$ cat src/rtl/usb_ofifo_pkg.sv
package usb_ofifo_pkg;
  typedef enum logic [1:0] {
    RX_IDLE = 2'd0,
    RX_TAKE = 2'd1,
    RX_DROP = 2'd2
  } rx_state_e;
endpackage

$ cat src/rtl/usb_ofifo_rx.sv
module usb_ofifo_rx
  import usb_ofifo_pkg::*;
#(
  parameter int MAX_PKT = 64,
  parameter int DEPTH   = 128,
  localparam int AW = $clog2(DEPTH),
  localparam int CW = $clog2(DEPTH + 1),
  localparam int LW = $clog2(MAX_PKT + 1)
) (
  input  logic          clk,
  input  logic          rst_n,
  input  logic          rx_sop,
  input  logic          rx_valid,
  input  logic [7:0]    rx_data,
  input  logic          rx_eop,
  input  logic          rx_abort,
  input  logic          dis_short_nak,
  input  logic          fnak_clr,
  input  logic [CW-1:0] used,
  output logic          wr_en,
  output logic [AW-1:0] wr_addr,
  output logic [7:0]    wr_data,
  output logic          commit,
  output logic [LW-1:0] commit_len,
  output logic          hs_ack,
  output logic          hs_nak,
  output logic          force_nak
);
  localparam logic [CW-1:0] DEPTH_C = CW'(DEPTH);
  localparam logic [CW-1:0] PKT_CW  = CW'(MAX_PKT);
  localparam logic [LW-1:0] PKT_LW  = LW'(MAX_PKT);

  rx_state_e     state_q, state_d;
  logic [LW-1:0] len_q, len_d;
  logic [AW-1:0] base_q, base_d;
  logic          fnak_q, fnak_d;
  logic          room;

  // Free space is judged against committed data only; open packet space is reserved by this test.
  assign room = (DEPTH_C - used) >= PKT_CW;

  always_comb begin
    state_d = state_q;
    len_d   = len_q;
    base_d  = base_q;
    fnak_d  = fnak_q;
    wr_en   = 1'b0;
    commit  = 1'b0;
    hs_ack  = 1'b0;
    hs_nak  = 1'b0;
    if (fnak_clr) fnak_d = 1'b0;
    case (state_q)
      RX_IDLE: begin
        if (rx_sop) begin
          len_d   = '0;
          state_d = (room && !fnak_q) ? RX_TAKE : RX_DROP;
        end
      end
      RX_TAKE: begin
        if (rx_abort) begin
          state_d = RX_IDLE;
        end else if (rx_eop) begin
          hs_ack  = 1'b1;
          commit  = 1'b1;
          base_d  = base_q + AW'(len_q);
          state_d = RX_IDLE;
          if ((len_q < PKT_LW) && !dis_short_nak) fnak_d = 1'b1;
        end else if (rx_valid && (len_q < PKT_LW)) begin
          wr_en = 1'b1;
          len_d = len_q + LW'(1);
        end
      end
      RX_DROP: begin
        if (rx_abort) begin
          state_d = RX_IDLE;
        end else if (rx_eop) begin
          hs_nak  = 1'b1;
          state_d = RX_IDLE;
        end
      end
      default: state_d = RX_IDLE;
    endcase
  end

  always_ff @(posedge clk or negedge rst_n) begin
    if (!rst_n) begin
      state_q <= RX_IDLE;
      len_q   <= '0;
      base_q  <= '0;
      fnak_q  <= 1'b0;
    end else begin
      state_q <= state_d;
      len_q   <= len_d;
      base_q  <= base_d;
      fnak_q  <= fnak_d;
    end
  end

  assign wr_addr    = base_q + AW'(len_q);
  assign wr_data    = rx_data;
  assign commit_len = len_q;
  assign force_nak  = fnak_q;
endmodule

$ cat src/rtl/usb_ofifo_mem.sv
module usb_ofifo_mem #(
  parameter int DEPTH = 128,
  parameter int DW    = 8,
  localparam int AW = $clog2(DEPTH)
) (
  input  logic          clk,
  input  logic          wr_en,
  input  logic [AW-1:0] wr_addr,
  input  logic [DW-1:0] wr_data,
  input  logic [AW-1:0] rd_addr,
  output logic [DW-1:0] rd_data
);
  logic [DW-1:0] store [DEPTH];

  always_ff @(posedge clk) begin
    if (wr_en) store[wr_addr] <= wr_data;
  end

  assign rd_data = store[rd_addr];
endmodule

$ cat src/rtl/usb_ofifo_rd.sv
module usb_ofifo_rd #(
  parameter int DEPTH = 128,
  localparam int AW = $clog2(DEPTH),
  localparam int CW = $clog2(DEPTH + 1)
) (
  input  logic          clk,
  input  logic          rst_n,
  input  logic          cpu_join,
  input  logic          dma_join,
  input  logic          cpu_rd,
  input  logic          dma_ready,
  input  logic [CW-1:0] used,
  input  logic [7:0]    mem_data,
  output logic [AW-1:0] rd_addr,
  output logic          pop,
  output logic [7:0]    cpu_rd_data,
  output logic          dma_valid,
  output logic [7:0]    dma_data,
  output logic          join_err
);
  logic [AW-1:0] ptr_q, ptr_d;
  logic          held, cpu_own, dma_own, cpu_pop, dma_pop;

  assign held     = (used != '0);
  assign cpu_own  = cpu_join && !dma_join;
  assign dma_own  = dma_join && !cpu_join;
  assign join_err = cpu_join && dma_join;

  assign cpu_pop   = cpu_own && cpu_rd && held;
  assign dma_valid = dma_own && held;
  assign dma_pop   = dma_valid && dma_ready;
  assign pop       = cpu_pop || dma_pop;

  assign cpu_rd_data = (cpu_own && held) ? mem_data : 8'h00;
  assign dma_data    = dma_valid ? mem_data : 8'h00;

  always_comb begin
    ptr_d = ptr_q;
    if (pop) ptr_d = ptr_q + AW'(1);
  end

  always_ff @(posedge clk or negedge rst_n) begin
    if (!rst_n) ptr_q <= '0;
    else        ptr_q <= ptr_d;
  end

  assign rd_addr = ptr_q;
endmodule

$ cat src/rtl/usb_out_ep_fifo.sv
module usb_out_ep_fifo #(
  parameter int MAX_PKT = 64,
  parameter int DEPTH   = 2 * MAX_PKT
) (
  input  logic       clk,
  input  logic       rst_n,
  input  logic       rx_sop,
  input  logic       rx_valid,
  input  logic [7:0] rx_data,
  input  logic       rx_eop,
  input  logic       rx_abort,
  input  logic       dis_short_nak,
  input  logic       fnak_clr,
  input  logic       cpu_join,
  input  logic       dma_join,
  input  logic       cpu_rd,
  output logic [7:0] cpu_rd_data,
  output logic       dma_valid,
  input  logic       dma_ready,
  output logic [7:0] dma_data,
  output logic       hs_ack,
  output logic       hs_nak,
  output logic       force_nak,
  output logic       join_err,
  output logic [7:0] remain_hi,
  output logic [7:0] remain_lo
);
  localparam int AW = $clog2(DEPTH);
  localparam int CW = $clog2(DEPTH + 1);
  localparam int LW = $clog2(MAX_PKT + 1);

  logic          wr_en, commit, pop;
  logic [AW-1:0] wr_addr, rd_addr;
  logic [7:0]    wr_data, mem_data;
  logic [LW-1:0] commit_len;
  logic [CW-1:0] used_q, used_d;
  logic [15:0]   remain_w;

  usb_ofifo_rx #(.MAX_PKT(MAX_PKT), .DEPTH(DEPTH)) u_rx (
    .clk(clk), .rst_n(rst_n),
    .rx_sop(rx_sop), .rx_valid(rx_valid), .rx_data(rx_data),
    .rx_eop(rx_eop), .rx_abort(rx_abort),
    .dis_short_nak(dis_short_nak), .fnak_clr(fnak_clr),
    .used(used_q),
    .wr_en(wr_en), .wr_addr(wr_addr), .wr_data(wr_data),
    .commit(commit), .commit_len(commit_len),
    .hs_ack(hs_ack), .hs_nak(hs_nak), .force_nak(force_nak)
  );

  usb_ofifo_mem #(.DEPTH(DEPTH), .DW(8)) u_mem (
    .clk(clk), .wr_en(wr_en), .wr_addr(wr_addr), .wr_data(wr_data),
    .rd_addr(rd_addr), .rd_data(mem_data)
  );

  usb_ofifo_rd #(.DEPTH(DEPTH)) u_rd (
    .clk(clk), .rst_n(rst_n),
    .cpu_join(cpu_join), .dma_join(dma_join),
    .cpu_rd(cpu_rd), .dma_ready(dma_ready),
    .used(used_q), .mem_data(mem_data),
    .rd_addr(rd_addr), .pop(pop),
    .cpu_rd_data(cpu_rd_data), .dma_valid(dma_valid), .dma_data(dma_data),
    .join_err(join_err)
  );

  // Committed-byte count: one packet may land and one byte leave in the same cycle.
  always_comb begin
    used_d = used_q;
    if (commit) used_d = used_d + CW'(commit_len);
    if (pop)    used_d = used_d - CW'(1);
  end

  always_ff @(posedge clk or negedge rst_n) begin
    if (!rst_n) used_q <= '0;
    else        used_q <= used_d;
  end

  assign remain_w  = 16'(used_q);
  assign remain_hi = remain_w[15:8];
  assign remain_lo = remain_w[7:0];
endmodule

$ cat config.mk
export PLATFORM = sky130hd
export DESIGN_NAME = usb_out_ep_fifo
export DESIGN_NICKNAME = d
export VERILOG_FILES = /design/src/rtl/usb_ofifo_pkg.sv /design/src/rtl/usb_ofifo_rx.sv /design/src/rtl/usb_ofifo_mem.sv /design/src/rtl/usb_ofifo_rd.sv /design/src/rtl/usb_out_ep_fifo.sv
export SDC_FILE = /design/constraint.sdc
export NUM_CORES = 1
export LEC_CHECK = 0
export CORE_MARGIN = 2
export CORE_UTILIZATION = 40
export CTS_CLUSTER_DIAMETER = 40
export DETAILED_ROUTE_END_ITERATION = 6
export DONT_BUFFER_PORTS = 1
export PLACE_DENSITY = 0.56
export SLEW_MARGIN = 20
export SYNTH_ARGS = -nofsm -noshare
export SYNTH_HDL_FRONTEND = slang
export SYNTH_SLANG_ARGS = --single-unit
$ cat constraint.sdc
create_clock -name clk -period 4.85 [get_ports clk]
set_clock_uncertainty 0.2 [all_clocks]
set_input_delay 0.7275 -clock clk [delete_from_list [all_inputs] [get_ports clk]]
set_output_delay 0.7275 -clock clk [all_outputs]
set_load 0.005 [all_outputs]
# After elaboration in Yosys (flattened, before gate mapping)
# Memory sizes are Yosys's and may differ from the RTL's.
# Cells that the tools add are included.
[totals]
ff_bits = 32
n_memories = 1
mem_bits_rw = 1024
[classes]
eq_ne = 7
reduce_logical = 23
bitwise = 1
n_lt_le_gt_ge = 2
muxes = 29
addsub = 6
[memory_table]
columns = ["name", "words", "word_bits", "rd", "rd_ports_with_merged_regs", "write_ports", "line_no", "source"]
rows = [
  ["u_mem.store", 128, 8, 1, 0, 1, "usb_ofifo_mem.sv:13", "logic [DW-1:0] store [DEPTH];"],
]
[op_table]
columns = ["op", "n"]
rows = [
  ["2-to-1 mux 8 bit", 4],
  ["2-to-1 mux 7 bit", 4],
  ["2-to-1 mux 1 bit", 15],
  ["adder 7 x 1 -> 7 bit (second input constant)", 2],
  ["one-hot mux 7 bit (2 select lines)", 1],
  ["logical AND 1 bit", 11],
  ["adder 8 x 7 -> 8 bit", 1],
  [">= comparator 8 x 7 -> 1 bit (second input constant)", 1],
  ["2-to-1 mux 2 bit", 4],
  ["nonzero test 8 bit", 1],
  ["subtractor 8 x 1 -> 8 bit (second input constant)", 1],
  ["subtractor 8 bit (first input constant)", 1],
  ["adder 7 bit", 1],
  ["less-than comparator 7 bit (second input constant)", 1],
  ["inequality test 2 bit (second input constant)", 3],
  ["AND reduction 5 bit", 1],
  ["logical NOT 1 bit", 4],
  ["one-hot mux 2 bit (2 select lines)", 1],
  ["inequality test 3 x 1 -> 1 bit (second input constant)", 1],
  ["AND reduction 3 bit", 1],
  ["== test 2 x 1 -> 1 bit (second input constant)", 1],
  ["== test 2 bit (second input constant)", 1],
  ["logical NOT 2 bit", 1],
  ["inequality test 2 x 1 -> 1 bit (second input constant)", 1],
  ["other kinds (5)", 5],
]

# Depth between registers and ports, before layout
# Gate-level depths: netlist of the first run.
[logic_depth]
ltp_word = 8
ltp_mapped = 12
ltp_nobuf = 10

# Hierarchy
# Synthesis of the first run repeated with hierarchy kept, for this count alone.
[hier_totals]
hier_cells = 1912
hier_area_um2 = 42170.4
[by_module_without_submodules]
columns = ["mod", "seq_area_each_um2", "cells_per_inst", "n_inst", "area_each_um2"]
rows = [
  ["usb_ofifo_mem", 30749.5, 1627, 1, 39505.4],
  ["usb_ofifo_rx", 425.4, 141, 1, 1326.3],
  ["usb_out_ep_fifo", 200.2, 97, 1, 868.3],
  ["usb_ofifo_rd", 175.2, 47, 1, 470.5],
]

# Worst setup path after synthesis of the first run
# OpenSTA, ideal clock, no wires.
[synth_timing]
path_kind = "reg-to-reg"
from = "register u_rx.len_q[0], in the netlist u_rx.commit_len[0]"
to = "memory u_mem.store[13][0] (enable)"
synth_period_minus_slack_ps = 3544
path_stages_with_launch = 13
t_arrival_ps = 2961
path_buffers = 2
setup_slack_ps = 1306
cell_sequence = "dfrtp_1 > ha_1 > inv_1 > fa_1 > nor2b_1 > o21ai_0 > a21oi_1 > o21ai_1 > and3_1 > or3b_1 > clkbuf_1 > clkbuf_1 > nor3_1"
[synth_between]
elab_chain_cells = 8
elab_cells_between_ends = 9
classes_between = "add/sub: 1; order compare: 1; mux: 6; reduce/logical: 1"
[synth_rtl]
columns = ["element", "line_no", "source"]
rows = [
  ["start: declaration", "usb_ofifo_rx.sv:34", "logic [LW-1:0] len_q, len_d;"],
  ["start signal: assignment", "usb_ofifo_rx.sv:93", "len_q <= len_d;"],
  ["less-than comparator 7 bit", "usb_ofifo_rx.sv:68", "end else if (rx_valid && (len_q < PKT_LW)) begin"],
  ["logical AND 1 bit", "usb_ofifo_rx.sv:68", ""],
  ["2-to-1 mux 1 bit", "usb_ofifo_rx.sv:68", ""],
  ["2-to-1 mux 1 bit", "usb_ofifo_rx.sv:62", "end else if (rx_eop) begin"],
  ["2-to-1 mux 1 bit", "usb_ofifo_rx.sv:60", "if (rx_abort) begin"],
  ["2-to-1 mux 1 bit", "usb_ofifo_rx.sv:52", "case (state_q)"],
  ["2-to-1 mux 1 bit", "usb_ofifo_mem.sv:16", "if (wr_en) store[wr_addr] <= wr_data;"],
  ["2-to-1 mux 1 bit (not written as such)", "usb_ofifo_mem.sv:16", ""],
  ["end: declaration", "usb_ofifo_mem.sv:13", ""],
]
# Parallel ways exist; a longest one is shown, timed or not.

# Worst setup path in the final report of the first run
[layout_timing]
from = "register u_rd.ptr_q[3], in the netlist u_rd.rd_addr[3]"
to = "output port dma_data[6]"
[layout_between]
elab_chain_cells = 2
[layout_rtl]
columns = ["element", "line_no", "source"]
rows = [
  ["start: declaration", "usb_ofifo_rd.sv:21", "logic [AW-1:0] ptr_q, ptr_d;"],
  ["start signal: assignment", "usb_ofifo_rd.sv:44", "else ptr_q <= ptr_d;"],
  ["memory (128 x 8 bit)", "-", ""],
  ["2-to-1 mux 8 bit", "usb_ofifo_rd.sv:35", "assign dma_data = dma_valid ? mem_data : 8'h00;"],
  ["end: declaration", "usb_out_ep_fifo.sv:20", "output logic [7:0] dma_data,"],
]
# No other way between the ends.

==> flow_metrics.env, run 1 <==
export IMPL_core_area_mm2=0.105
export IMPL_yosys_top_cells_count="1024 x edfxtp_1, 149 x mux4_2, 132 x nor3_1"
export IMPL_end_kind="output pin"
export IMPL_drv_cap=0
export IMPL_fmax_mhz=212
export IMPL_yosysWarnings=0
export IMPL_hp_class="input pin to register"
export IMPL_viasPerCell=5.64
export IMPL_outcome="finished clean"
export IMPL_p_sw_frac=0.288
export IMPL_max_clock_path_buffers=3
export IMPL_rsz0062_at_grt="no"
export IMPL_ys_flop_type="edfxtp_1"
export IMPL_syn2layout_area_growth_pct=18.7
export IMPL_yosysTopAreaCell="edfxtp_1"
export IMPL_setup_slack_ps=136
export IMPL_grt_antenna_before_repair=1
export IMPL_avgSynthCellArea_um2=18.8
export IMPL_vias=22400
export IMPL_leakage_nw=16.6
export IMPL_hold_depth=4
export IMPL_port_buffers=0
export IMPL_critPathRequiredTime_ps=3920
export IMPL_ys_ff_latch=1056
export IMPL_drtIter0Drc=2440
export IMPL_multiInputGateArea_mm2=0.0101
export IMPL_r2r_slack_ps=800
export IMPL_wl_per_cell_um=26.8
export IMPL_yosysUniqueCellTypes=65
export IMPL_netlist_area_mm2=0.0424
export IMPL_clk_pin_slew_worst_paths_ps=50
export IMPL_syn_inst=2255
export IMPL_grt_total_usage=0.199
export IMPL_start_kind="register"
export IMPL_dr_pass1_iters=7
export IMPL_grt_first_pass_wirelength_mm=158
export IMPL_finalHoldViolCount=0
export IMPL_crit_chain="buf_4 > nor2_2 > buf_4 > a22o_1 > a211oi_1 > a211oi_1 > o32a_1 > and2_1"
export IMPL_power_switching_mw=7.98
export IMPL_crit_path_max_incr_delay_ps=690
export IMPL_r2r_start="u_rx.commit_len[0]"
export IMPL_dp_slack_ps=602
export IMPL_place_gp_congestion=0.865
export IMPL_synth_most_common_cell="edfxtp_1"
export IMPL_die_area_mm2=0.109
export IMPL_pwr_share_comb=0.239
export IMPL_overflow=0
export IMPL_start_util=0.403
export IMPL_post_route_period_util=0.972
export IMPL_fillers=8607
export IMPL_critPathKind="register to output pin"
export IMPL_clock_sinks=1056
export IMPL_ir_drop_uv=289
export IMPL_final_seq_area_mm2=0.0316
export IMPL_drc_errors=0
export IMPL_tightest_slew_ps=916
export IMPL_io_pins=57
export IMPL_cts_root_buf="clkbuf_16"
export IMPL_powerDensity_mw_per_mm2=549
export IMPL_drt_total_wl_mm=107
export IMPL_fin_crit_ps=4710
export IMPL_hold_start="rx_eop"
export IMPL_synth_area_leaders="edfxtp_1 72%, mux4_2 7.9%, mux2i_1 2.7%"
export IMPL_critPathBufInv=2
export IMPL_final_layout_size_suffix_gt1_frac=0.269
export IMPL_synth_edf_count=1024
export IMPL_setup_viol=0
export IMPL_clkPwrFrac=0.389
export IMPL_cp_max_fo=12
export IMPL_r2r_end="u_mem.store[20][1]"
export IMPL_die_h_um=330
export IMPL_ys_async_sr_fraction=0.0303
export IMPL_synth_seq_area_share=0.743
export IMPL_cts_buffers_inserted=136
export IMPL_worst_ep_arrival_time_ps=3790
export IMPL_rows=119
export IMPL_grt_pass1_vias=22600
export IMPL_rr_worst_depth=12
export IMPL_pwr_share_seq=0.372
export IMPL_intPower_mw=19.7
export IMPL_die_w_um=330
export IMPL_cp_slowest_cell="nor2_2"
export IMPL_nets=2512
export IMPL_htree_levels=4
export IMPL_grt_max_degree=129
export IMPL_crit_family="compound AO/OA/AOI/OAI gates"
export IMPL_tritoncts="yes"
export IMPL_antenna_left=0
export IMPL_setup_tns_final_ps=0
export IMPL_clock_latency_ps=740
export IMPL_relSlewSlack=0.389
export IMPL_final_max_slew_viol_count=0
export IMPL_worstHoldEndpoint="u_rx.state_q[0]"
export IMPL_dp_hpwl_mm=63.0
export IMPL_synth_top_area_share=0.725
worst min-delay path, stage by stage:
cell	delay (ps)
nor2_1	70
nand2_1	80
nand3_1	80
o21ai_0	70
power groups by stage:
stage	clock [mW]	combinational, mW	sequential (mW)
after floorplan	0	4.47	10.4
final	10.8	6.62	10.3
after global placement	0	6.17	10.6
after detailed placement	0	6.20	10.6
after global routing	11.3	7.05	10.3
after CTS	10.9	6.60	10.3
metrics by stage:
step | cell area (um2) | power [mW] | hold WS (ps) | std cells | utilization
floorplan | 42500 | 14.8 | 232 | 2262 | -
global placement | 45100 | 16.7 | 233 | 3704 | 0.428
detailed placement | 45100 | 16.8 | 233 | 3704 | 0.428
CTS | 50300 | 27.8 | 90.4 | 3972 | 0.478
global route | 50400 | 28.7 | 133 | 3973 | 0.478
finish | 50400 | 27.7 | 136 | 3974 | 0.479
kinds of logic after synthesis:
kind of cell,Yosys count,share of synthesized area
buffers and inverters,170,0.0216
flip-flops,1056,0.743
other,1,0.0000884
multiplexers,355,0.134
AO/OA/AOI/OAI,324,0.0526
XOR/XNOR,20,0.00448
adder cells (fa/ha/maj),21,0.00654
AND/OR/NAND/NOR,308,0.0371
cells in the final DEF, fill, tap and decap left out, types with 7 or more instances in the layout:
master      Yosys  routed
clkbuf_1       81      16
a21boi_0       16      16
nand2_1        61      57
buf_4          35     202
a211oi_1       50      47
mux2_2         80      80
nand4_1        18      18
clkinvlp_4      0      10
a221oi_1        7       7
nand3_1        17      17
inv_1          13      13
buf_16          0       9
xor2_1          7       7
a21oi_1        61      61
o211ai_1       14      14
o21ai_0        37      36
clkinv_1        0      15
a22oi_1        33      33
bufinv_16       0      26
inv_6           0      14
o22ai_1        32      32
nand2b_1        9       9
buf_12          2      12
mux4_2        149     149
edfxtp_1     1024    1024
nor2_1         19      17
conb_1          1       8
o221ai_1       16      16
and2_1         20      19
nor3_1        132     132
ha_1           19      19
clkbuf_16       0     139
clkinv_2        0       9
mux2i_1       115     115
a22o_1         28      28
xnor2_1        12      12
mux4_1         11      11
dfrtp_1        32      30
area by class of cell:
type                            instances  area share
Multi-Input combinational cell       1036       0.200
Tap cell                             1391      0.0346
Timing Repair Buffer                  227      0.0406
Clock inverter                         93      0.0270
Inverter                               14     0.00104
Sequential cell                      1056       0.627
Clock buffer                          156      0.0705
Antenna cell                            1   0.0000497
flip-flops by register name, indices dropped and copies added (netlist names):
name / count
u_rx.state_q: 2
u_rx.base_q: 7
u_mem.store: 1024
remain_lo: 8
u_rd.rd_addr: 7
u_rx.force_nak: 1
u_rx.commit_len: 7
worst max path at each step:
stage                                     to          startpoint  slack, ps  depth (start not counted)
final                            dma_data[6]     u_rd.rd_addr[3]        140                          8
after detailed placement      cpu_rd_data[1]     u_rd.rd_addr[1]        600                          6
after global routing          cpu_rd_data[7]     u_rd.rd_addr[5]         40                          8
after CTS                     cpu_rd_data[1]     u_rd.rd_addr[2]          3                          8
after global placement        cpu_rd_data[1]     u_rd.rd_addr[1]        610                          6
after floorplan           u_mem.store[13][0]  u_rx.commit_len[0]       1310                         12
repair_timing:
item | 4_1_cts | 5_1_grt
endpoints found under the setup margin | 16 | 9
hold endpoints to repair | 1058 | 0
hold buffers | 13 | 0
buffers inserted | 6 | 1
pin swaps | 0 | 0
resized for setup | 2 | 4
layer usage:
metal / GRT usage / share of wire / vias to the layer above
met1: 0.294 / 0.45 / 11800
met3: 0.0337 / 0.060 / 152
li1: - / - / 9738
met4: 0.0566 / 0.021 / 0
met5: 0 / 0 / -
met2: 0.306 / 0.46 / 753
No activity file was read; power rests on OpenSTA's default activity.
==> run 2: changes to the inputs <==
- SETUP_SLACK_MARGIN: unset -> 0.15
==> run 2 against run 1 <==
Net effect:
- core utilization about the same
- critical path depth down 1
- register-to-register slack better by 30 ps
- routed wire length up 0.16%
- sequential power about the same
- clock power about the same
- combinational power about the same
- first-iteration DRC count up 2.8%
- maximum frequency up 2.5%
- via count about the same
- critical endpoint is now cpu_rd_data[6]
==> flow_metrics.env, run 2 (synthesis results as in run 1) <==
export IMPL_clk_pin_slew_worst_paths_ps=60
export IMPL_overflow=0
export IMPL_drtIter0Drc=2508
export IMPL_grt_total_usage=0.200
export IMPL_die_h_um=330
export IMPL_critPathKind="register to output pin"
export IMPL_die_w_um=330
export IMPL_intPower_mw=19.7
export IMPL_tritoncts="yes"
export IMPL_pwr_share_comb=0.240
export IMPL_htree_levels=4
export IMPL_crit_start="u_rd.rd_addr[0]"
export IMPL_drc_errors=0
export IMPL_start_kind="register"
export IMPL_clock_sinks=1056
export IMPL_hp_class="input pin to register"
export IMPL_most_common_layout_cells="1024 x edfxtp_1, 202 x buf_4, 149 x mux4_2"
export IMPL_fin_crit_ps=4600
export IMPL_max_clock_path_buffers=3
export IMPL_grt_first_pass_wirelength_mm=158
export IMPL_cts_buffers_inserted=136
export IMPL_place_gp_congestion=0.865
export IMPL_clock_latency_ps=740
export IMPL_nets=2512
export IMPL_die_area_mm2=0.109
export IMPL_hold_worst_slack_ps=136
export IMPL_leakage_nw=16.6
export IMPL_largest_register="u_mem.store"
export IMPL_rows=119
export IMPL_ir_drop_uv=290
export IMPL_core_area_mm2=0.105
export IMPL_r2r_start="u_rx.commit_len[0]"
export IMPL_tightest_slew_ps=934
export IMPL_p_total_mw=27.7
export IMPL_drv_cap=0
export IMPL_grt_max_degree=129
export IMPL_vias=22400
export IMPL_critPathRequiredTime_ps=3920
export IMPL_grt_antenna_before_repair=1
export IMPL_rsz0062_at_grt="no"
export IMPL_end_kind="output pin"
export IMPL_dp_slack_ps=602
export IMPL_post_route_period_util=0.948
export IMPL_dr_pass1_iters=5
export IMPL_antenna_left=0
export IMPL_outcome="finished clean"
export IMPL_drt_total_wl_mm=107
export IMPL_start_util=0.403
export IMPL_setup_viol=0
export IMPL_final_layout_size_suffix_gt1_frac=0.273
export IMPL_dp_hpwl_mm=63.0
export IMPL_clkPwrFrac=0.388
export IMPL_finalHoldViolCount=0
export IMPL_cts_root_buf="clkbuf_16"
export IMPL_hold_start="rx_eop"
export IMPL_port_buffers=0
export IMPL_placed_cell_area_mm2=0.0451
export IMPL_design_area_mm2=0.0504
export IMPL_powerDensity_mw_per_mm2=549
export IMPL_io_pins=57
export IMPL_grt_pass1_vias=22700
export IMPL_relSlewSlack=0.377
export IMPL_cp_max_fo=30
export IMPL_worst_ep_arrival_time_ps=3670
export IMPL_power_switching_mw=7.99
export IMPL_syn2layout_area_growth_pct=18.8
export IMPL_final_max_slew_viol_count=0
export IMPL_pwr_share_seq=0.372
export IMPL_viasPerCell=5.64
export IMPL_p_sw_frac=0.289
export IMPL_final_common_cell="edfxtp_1"
export IMPL_fmax_mhz=217
export IMPL_largest_reg_flops=1024
export IMPL_setup_tns_final_ps=0
export IMPL_setup_slack_ps=250
export IMPL_wl_per_cell_um=26.9
## run 2: cell counts in the layout (fill, tap and decap cells not counted)
No cell type changed its count.
## run 2: worst paths after layout
check | slack [ps] | cells after the start | endpoint
min in group asynchronous | 310 | 2 | u_rx.commit_len[5]
max in group asynchronous | 3900 | 2 | u_rd.rd_addr[0]
worst min register to register | 300 | 2 | u_rx.base_q[0]
worst max-delay path | 250 | 7 | cpu_rd_data[6]
worst max register to register | 830 | 12 | u_mem.store[20][1]
worst min-delay path | 140 | 4 | u_rx.state_q[0]
## run 2: critical path, stage by stage, from the launching register on
cell,delay [ps]
dfrtp_4,430
buf_4,160
buf_12,240
mux4_2,550
a22oi_1,510
nand4_1,320
o32a_1,480
and2_1,210
## run 2: power groups by stage
stage | clock, mW | combinational (mW) | sequential [mW]
4_1_cts | 10.9 | 6.69 | 10.3
3_5_place_dp | 0 | 6.20 | 10.6
3_3_place_gp | 0 | 6.17 | 10.6
5_1_grt | 11.3 | 7.09 | 10.3
2_1_floorplan | 0 | 4.47 | 10.4
6_report | 10.8 | 6.64 | 10.3
## run 2: cell type report
class,instances,area (um2)
clock buffer,156,3550
timing repair buffer,227,2040
multi-input combinational,1036,10100
inverter,14,52.6
sequential,1056,31600
fill,8607,54800
clock inverter,93,1360
antenna,1,2.50
tap,1391,1740
## run 2: repair_timing
action	in CTS	in global routing
endpoints found under the hold margin	1058	0
resized for setup	9	8
hold buffers	13	0
endpoints found under the setup margin	16	8
buffers inserted	7	0
pin swaps	0	0
## run 2: metrics by stage
stage                     std cells  utilization
after floorplan                2262            -
after global placement         3704        0.428
after detailed placement       3704        0.428
after CTS                      3973        0.479
after global routing           3973        0.479
final                          3974        0.479
## run 2: per-layer routing
layer | wire length, um | up-vias | global-route usage
li1 | - | 9742 | -
met5 | 0 | - | 0
met2 | 49600 | 815 | 0.306
met3 | 7090 | 151 | 0.0345
met1 | 47800 | 11700 | 0.294
met4 | 2310 | 0 | 0.0578
==> run 3: changes to the inputs <==
- CAP_MARGIN: unset -> 20
- CORE_ASPECT_RATIO: unset -> 0.5
- PLACE_DENSITY: 0.56 -> unset
==> run 3 against run 2 <==
Net effect:
- non-clock buffer count is 9 higher
- via count is 0.42% lower
- setup slack better by 10 ps
- hold slack worse by 100 ps
==> flow_metrics.env, run 3 (synthesis results as in run 1) <==
export IMPL_outcome="finished clean"
export IMPL_final_seq_area_mm2=0.0316
export IMPL_met1_length_mm=47.0
export IMPL_fmax_mhz=218
export IMPL_overflow=0
export IMPL_port_buffers=0
export IMPL_setup_viol=0
export IMPL_worst_ep_arrival_time_ps=3660
export IMPL_ir_drop_uv=296
export IMPL_p_total_mw=25.8
export IMPL_final_common_cell="edfxtp_1"
export IMPL_rsz0062_at_grt="no"
export IMPL_drt_total_wl_mm=105
export IMPL_post_route_period_util=0.946
export IMPL_critPathKind="register to output pin"
export IMPL_clock_sinks=1056
export IMPL_hp_class="input pin to register"
export IMPL_grt_pass1_vias=22000
export IMPL_final_layout_size_suffix_gt1_frac=0.268
export IMPL_clk_pin_slew_worst_paths_ps=60
export IMPL_grt_max_degree=129
export IMPL_cts_buffers_inserted=114
export IMPL_vias=22300
export IMPL_htree_levels=3
export IMPL_viasPerCell=5.62
export IMPL_dr_pass1_iters=5
export IMPL_die_h_um=234
export IMPL_leakage_nw=16.1
export IMPL_tritoncts="yes"
export IMPL_most_common_layout_cells="1024 x edfxtp_1, 202 x buf_4, 149 x mux4_2"
export IMPL_powerDensity_mw_per_mm2=521
export IMPL_die_w_um=465
export IMPL_drv_cap=0
export IMPL_rows=84
export IMPL_end_kind="output pin"
export IMPL_fin_crit_ps=4590
export IMPL_fillers=8774
export IMPL_clock_latency_ps=670
export IMPL_finalHoldViolCount=0
export IMPL_drc_errors=0
export IMPL_dp_hpwl_mm=60.9
export IMPL_critPathRequiredTime_ps=3920
export IMPL_io_pins=57
export IMPL_largest_reg_flops=1024
export IMPL_hold_worst_slack_ps=34.9
export IMPL_dp_slack_ps=471
export IMPL_grt_first_pass_wirelength_mm=153
export IMPL_grt_antenna_before_repair=2
export IMPL_start_util=0.404
export IMPL_largest_register="u_mem.store"
export IMPL_nets=2499
export IMPL_relSlewSlack=0.278
export IMPL_wl_per_cell_um=26.4
export IMPL_cp_max_fo=54
export IMPL_drtIter0Drc=2794
export IMPL_grt_total_usage=0.192
export IMPL_final_max_slew_viol_count=0
export IMPL_multiInputGateArea_mm2=0.0101
export IMPL_top_layer="met4"
export IMPL_final_cells=3974
export IMPL_tightest_slew_ps=1080
export IMPL_wl_met2_mm=48.6
export IMPL_place_gp_congestion=0.820
export IMPL_antenna_left=0
export IMPL_dr_wl_met3_mm=7.06
export IMPL_max_clock_path_buffers=3
export IMPL_setup_slack_ps=261
export IMPL_cts_root_buf="clkbuf_16"
export IMPL_place_inst=3736
export IMPL_die_area_mm2=0.109
export IMPL_start_kind="register"
export IMPL_syn2layout_area_growth_pct=16.8
export IMPL_core_area_mm2=0.105
export IMPL_setup_tns_final_ps=0
-- run 3: what timing repair did --
action | in CTS | in global routing
hold endpoints to repair | 713 | 0
endpoints found under the setup margin | 16 | 12
resized for setup | 8 | 9
hold buffers | 20 | 0
pin swaps | 0 | 1
setup buffers | 5 | 0
-- run 3: final cells by class --
cell class / count / share of cell area
Antenna cell: 1 / 0.0000505
Clock buffer: 128 / 0.0607
Clock inverter: 84 / 0.0182
Inverter: 14 / 0.00106
Multi-Input combinational cell: 1036 / 0.203
Sequential cell: 1056 / 0.636
Tap cell: 1419 / 0.0358
Timing Repair Buffer: 236 / 0.0446
-- run 3: worst paths after layout --
check / slack [ps] / depth (start not counted) / to / start
max in group asynchronous: 3920 / 2 / u_rd.rd_addr[1] / rst_n
min in group asynchronous: 300 / 2 / remain_lo[7] / rst_n
worst min register to register: 290 / 2 / u_rx.base_q[5] / u_rx.base_q[5]
worst max-delay path: 260 / 8 / cpu_rd_data[4] / u_rd.rd_addr[1]
worst min-delay path: 30 / 2 / u_rx.state_q[0] / rx_sop
worst max register to register: 780 / 11 / u_mem.store[49][7] / u_rx.commit_len[0]
-- run 3: through the flow --
step                      instance area (um2)  utilization
after global routing                    49600        0.472
after detailed placement                45100        0.429
after global placement                  45100        0.429
final                                   49600        0.472
after CTS                               49600        0.472
after floorplan                         42500            -
-- run 3: power by group --
part / total [mW] / internal [mW] / switching (mW) / leakage, nW
sequential: 10.3 / 10.1 / 0.163 / 9.62
combinational: 6.67 / 2.89 / 3.78 / 4.67
clock: 8.89 / 5.21 / 3.68 / 1.84
total: 25.8 / 18.2 / 7.62 / 16.1
-- run 3: per-layer routing --
metal  global-route usage  vias up
li1                     -     9685
met1                0.281    11700
met2                0.299      782
met3               0.0343      139
met4               0.0473        0
met5                    0        -
-- run 3: worst max-delay path: stages (launching register included) --
cell and delay [ps]:
dfrtp_4 680, buf_4 300, buf_12 280, mux4_2 350
a22o_1 230, a21oi_1 300, nand4_1 280, o22a_1 340
and2_1 200
